--- src/rtl/luh_pkg.sv ---
// Package luh_pkg
// Shared types for the load-use hazard unit. Assumes at most a few
// source operands per decoded instruction.
package luh_pkg;

    // Which source operand caused a stall, for readability of the decision logic.
    typedef enum logic [1:0] {
        HIT_NONE = 2'b00,
        HIT_A    = 2'b01,
        HIT_B    = 2'b10,
        HIT_BOTH = 2'b11
    } hit_kind_e;

endpackage

--- src/rtl/luh_reg_match.sv ---
// Module luh_reg_match
// Compares one target register index against a packed list of source
// register indices and flags every source that is equal. Purely
// combinational. Assumes the sources are packed lowest-first.
module luh_reg_match #(
    parameter int REG_AW  = 5,
    parameter int NUM_SRC = 2
) (
    input  logic [REG_AW-1:0]         dst_idx,
    input  logic [NUM_SRC*REG_AW-1:0] src_idx,
    output logic [NUM_SRC-1:0]        hit
);

    // One equality comparator per source operand.
    for (genvar s = 0; s < NUM_SRC; s++) begin : g_cmp
        assign hit[s] = (src_idx[s*REG_AW +: REG_AW] == dst_idx);
    end

endmodule

--- src/rtl/luh_stall_ctrl.sv ---
// Module luh_stall_ctrl
// Turns operand matches and the execute-stage load flag into the stall
// decision and the three pipeline control outputs. Assumes the reset is
// synchronous and active low and only has to hold the outputs idle.
module luh_stall_ctrl #(
    parameter int NUM_SRC = 2
) (
    input  logic               rst_n,
    input  logic               ex_is_load,
    input  logic [NUM_SRC-1:0] hit,
    output logic               stall,
    output logic               pc_we,
    output logic               ifid_we,
    output logic               ctrl_zero
);

    logic any_hit;

    // A stall needs a load in execute and at least one matching source.
    always_comb begin
        any_hit = |hit;
        stall   = rst_n && ex_is_load && any_hit;
    end

    // Freeze fetch and decode and zero the next control bundle on a stall.
    always_comb begin
        pc_we     = !stall;
        ifid_we   = !stall;
        ctrl_zero = stall;
    end

endmodule

--- src/rtl/luh_hazard_unit.sv ---
// Module luh_hazard_unit
// Decode-stage load-use hazard detector. Stalls one cycle when the
// execute-stage load targets a register the decoded instruction reads.
// Assumes forwarding from the memory stage resolves the dependence after
// the bubble, and that the decode stage applies ctrl_zero to ID/EX.
module luh_hazard_unit #(
    parameter int REG_AW  = 5,
    parameter int NUM_SRC = 2
) (
    input  logic              clk,
    input  logic              rst_n,
    input  logic              ex_is_load,
    input  logic [REG_AW-1:0] ex_dst_idx,
    input  logic [REG_AW-1:0] id_src_a_idx,
    input  logic [REG_AW-1:0] id_src_b_idx,
    output logic              pc_we,
    output logic              ifid_we,
    output logic              ctrl_zero
);

    import luh_pkg::*;

    localparam int SRC_BUS_W = NUM_SRC * REG_AW;

    logic [SRC_BUS_W-1:0] src_bus;
    logic [NUM_SRC-1:0]   hit;
    logic                 stall;
    hit_kind_e            hit_kind;

    // Pack the two decode-stage sources, first source in the low slot.
    always_comb begin
        src_bus = '0;
        src_bus[REG_AW-1:0] = id_src_a_idx;
        if (NUM_SRC > 1) src_bus[SRC_BUS_W-1 -: REG_AW] = id_src_b_idx;
    end

    luh_reg_match #(.REG_AW(REG_AW), .NUM_SRC(NUM_SRC)) match_i (
        .dst_idx (ex_dst_idx),
        .src_idx (src_bus),
        .hit     (hit)
    );

    luh_stall_ctrl #(.NUM_SRC(NUM_SRC)) ctrl_i (
        .rst_n      (rst_n),
        .ex_is_load (ex_is_load),
        .hit        (hit),
        .stall      (stall),
        .pc_we      (pc_we),
        .ifid_we    (ifid_we),
        .ctrl_zero  (ctrl_zero)
    );

    // Classify the cause for the checks below.
    always_comb begin
        hit_kind = hit_kind_e'({(ex_dst_idx == id_src_b_idx), (ex_dst_idx == id_src_a_idx)});
    end

    // reset holds the non-stalling outputs.
    always_comb begin
        if (!rst_n) begin
            a_r6_reset_idle: assert (!ctrl_zero && pc_we && ifid_we);
        end
    end

    a_r1_src_a_stalls: assert property (@(posedge clk) disable iff (!rst_n)
        (ex_is_load && (hit_kind == HIT_A || hit_kind == HIT_BOTH)) |-> ctrl_zero);

    a_r2_src_b_stalls: assert property (@(posedge clk) disable iff (!rst_n)
        (ex_is_load && (hit_kind == HIT_B || hit_kind == HIT_BOTH)) |-> ctrl_zero);

    a_r3_no_load_no_stall: assert property (@(posedge clk) disable iff (!rst_n)
        !ex_is_load |-> !ctrl_zero);

    a_r4_no_match_no_stall: assert property (@(posedge clk) disable iff (!rst_n)
        (hit_kind == HIT_NONE) |-> !ctrl_zero);

    a_r5_enables_follow: assert property (@(posedge clk) disable iff (!rst_n)
        (pc_we == !ctrl_zero) && (ifid_we == !ctrl_zero));

    a_r7_single_bubble: assert property (@(posedge clk) disable iff (!rst_n)
        ctrl_zero |=> !ctrl_zero);

    a_r7_same_decode: assert property (@(posedge clk) disable iff (!rst_n)
        ctrl_zero |=> ($stable(id_src_a_idx) && $stable(id_src_b_idx)));

endmodule

--- config.mk ---
export PLATFORM = sky130hd
export DESIGN_NAME = luh_hazard_unit
export DESIGN_NICKNAME = d
export VERILOG_FILES = /design/src/rtl/luh_pkg.sv /design/src/rtl/luh_reg_match.sv /design/src/rtl/luh_stall_ctrl.sv /design/src/rtl/luh_hazard_unit.sv
export SDC_FILE = /design/constraint.sdc
export NUM_CORES = 1
export LEC_CHECK = 0
export BUFFER_PORTS_ARGS = -buffer_cell sky130_fd_sc_hd__buf_2
export CORE_AREA = 2 2 39 41
export DETAILED_ROUTE_END_ITERATION = 8
export DIE_AREA = 0 0 41 43
export GPL_ROUTABILITY_DRIVEN = 0
export SLEW_MARGIN = 20
export SYNTH_ARGS = -nofsm -noshare
export SYNTH_HDL_FRONTEND = slang
export SYNTH_HIERARCHICAL = 1
export SYNTH_SLANG_ARGS = --single-unit
--- constraint.sdc ---
create_clock -name vclk -period 2.3
set_clock_uncertainty 0.15 [all_clocks]
set_input_delay 0.46 -clock vclk [all_inputs]
set_output_delay 0.46 -clock vclk [all_outputs]
set_load 0.005 [all_outputs]
==> parameters.txt <==
Parameter                              Value

Worst setup path
  Worst path slowest cell    sky130_fd_sc_hd__nor3_2
  Endpoint type of the worst setup path    output pin
  Worst Path Arrival    approximately 1.3 ns
  Slowest Stage Delay on Critical Path    approximately 0.21 ns
  Worst-path fanout max    2
  Crit path top cell by count    sky130_fd_sc_hd__buf_2
  Required time at the endpoint of the critical path    about 1.7 ns
  Element type at the critical path start    input port
  Setup CP Type    input port to output pin
  Crit-path cells    buf_2 > xnor2_1 > nand3_1 > nor3_2 > o211a_1 > buf_2

Power
  Net load switching power    ~17 uW
  Switching power as a share of total power    between 40% and 50%
  Power density over the cells    around 150 nW/um^2
  Static Leak    0.000126 uW
  Pint    22.6 uW
  Largest voltage drop on the vdd net    a little over 0.00004 V
  Proportion of power drawn by combinational gates    100.0%
  Relative contribution of sequential cells to total power    0%
  Proportion of power drawn by the clock network    0%

Floorplanning
  Initial core utilization    about a tenth
  Area of the core    between 1000 and 1500 sq um
  Horiz. Die Dim    between 40 and 50 microns
  Number of top-level design ports    21
  Row Count    14
  Die outline area    ~1800 sq um
  Die height    43 microns

Synthesis
  Post-synth design cell area    approximately 140 sq um
  Avg Cell Area, Syn    approximately 8.4 sq um
  Post-synthesis cell count    17
  Synth Net Count    35
  Synth warnings    6

Timing
  Final Hold Fails    0
  Crit path time final    between 1.5 and 2 ns
  Highest Clock Rate    ~0.52 GHz
  RSZ-0062 raised after global routing    no
  Fraction of the cycle the final worst path needs    a little over four fifths
  Post-Route Hold Slack    about 1.1 ns
  Sum of negative setup slack    0 ns
  Number of setup violations in the final report    0
  Slew headroom    between 80 and 90%
  Final max-slew violation count    0
  Least-Margin Pin Slew    0.183 ns

Detailed routing
  Remaining routing DRC violations    0
  First drt pass iteration count    1
  Via Count    roughly 190
  Average via count per standard cell    3.63
  Number of nets with antenna violations after routing    0
  Wirelength, routed    about 370 microns
  Average routed wire per standard cell    7.12 microns
  Initial detailed-routing violation count    0

Global routing
  First-pass GRT wire length    around 490 microns
  Initial antenna violation count    0
  Global-route congestion overflow total    0
  GRT Resource Usage Total    under 10%
  Largest net degree at the start of global routing    3
  Via count of the first global-routing pass    roughly 170

Final layout
  Sequential cell area    0 sq um
  Non-filler cells, final    52
  Layout cells sized above 1    between 60% and 70%
  Layout area overhead    78.9%
  Number of sequential cells in the layout    0
  ANT cells    0
  Number of nets in the layout    56
  Clkbuf count    0

Run
  Number of violations of the max-capacitance limit    0

Clock network
  Post-CTS Resized    0
  Number of hold buffers added after CTS    0
  Post CTS Setup Buffer Count    0

Placement
  Number of placed instances, taps included    52
  IO buf count    20

Outcome
  Status    finished, final reports clean

Worst hold path
  Type of the tightest min-delay check    input port to output pin
==> cells in the final DEF, fill, tap and decap left out <==
master	n
sky130_fd_sc_hd__buf_2	20
sky130_fd_sc_hd__xnor2_1	6
sky130_fd_sc_hd__nand3_1	2
sky130_fd_sc_hd__o211a_1	1
sky130_fd_sc_hd__xor2_1	4
sky130_fd_sc_hd__nor3_2	2
sky130_fd_sc_hd__o211ai_1	1
==> critical path, delay by kind of cell <==
family | cells | cell delay, ns
AO/OA/AOI/OAI | 1 | 0.17
XOR/XNOR | 1 | 0.14
buffers and inverters | 2 | 0.22
AND/OR/NAND/NOR | 2 | 0.32
==> power by group through the flow <==
| stage | clock network, uW | logic, uW | registers [uW] |
|---|---|---|---|
| floorplan | 0 | 19.2 | 0 |
| global route | 0 | 44.0 | 0 |
| global placement | 0 | 39.6 | 0 |
| finish | 0 | 39.4 | 0 |
| detailed placement | 0 | 40.2 | 0 |
| CTS | 0 | 40.5 | 0 |
==> stage by stage <==
step / utilization [%] / setup WS, ns / power, uW / area [sq um]
2_1_floorplan: - / 0.514 / 19.2 / 143
3_3_place_gp: 18.4 / 0.349 / 39.6 / 255
3_5_place_dp: 18.4 / 0.343 / 40.2 / 255
4_1_cts: 18.4 / 0.342 / 40.5 / 255
5_1_grt: 18.4 / 0.249 / 44.0 / 255
6_report: 18.4 / 0.372 / 39.4 / 255
==> per-layer routing <==
metal	GRT usage [%]	up-vias	share of wire [%]
met5	0	-	0
met4	0	0	0
met3	0	0	21
met2	9.69	20	44
met1	2.53	73	35
li1	-	96	-
==> worst paths after layout <==
path	start	endpoint	depth (start not counted)
hold / removal	rst_n	ifid_we	3
setup / recovery	ex_dst_idx[4]	ctrl_zero	6
==> final cells by class <==
type | count | area, sq um
tap | 16 | 20.0
timing repair buffer | 20 | 100
multi-input combinational | 16 | 135
fill | 156 | 1130
Power figures use the tool's default switching activity.
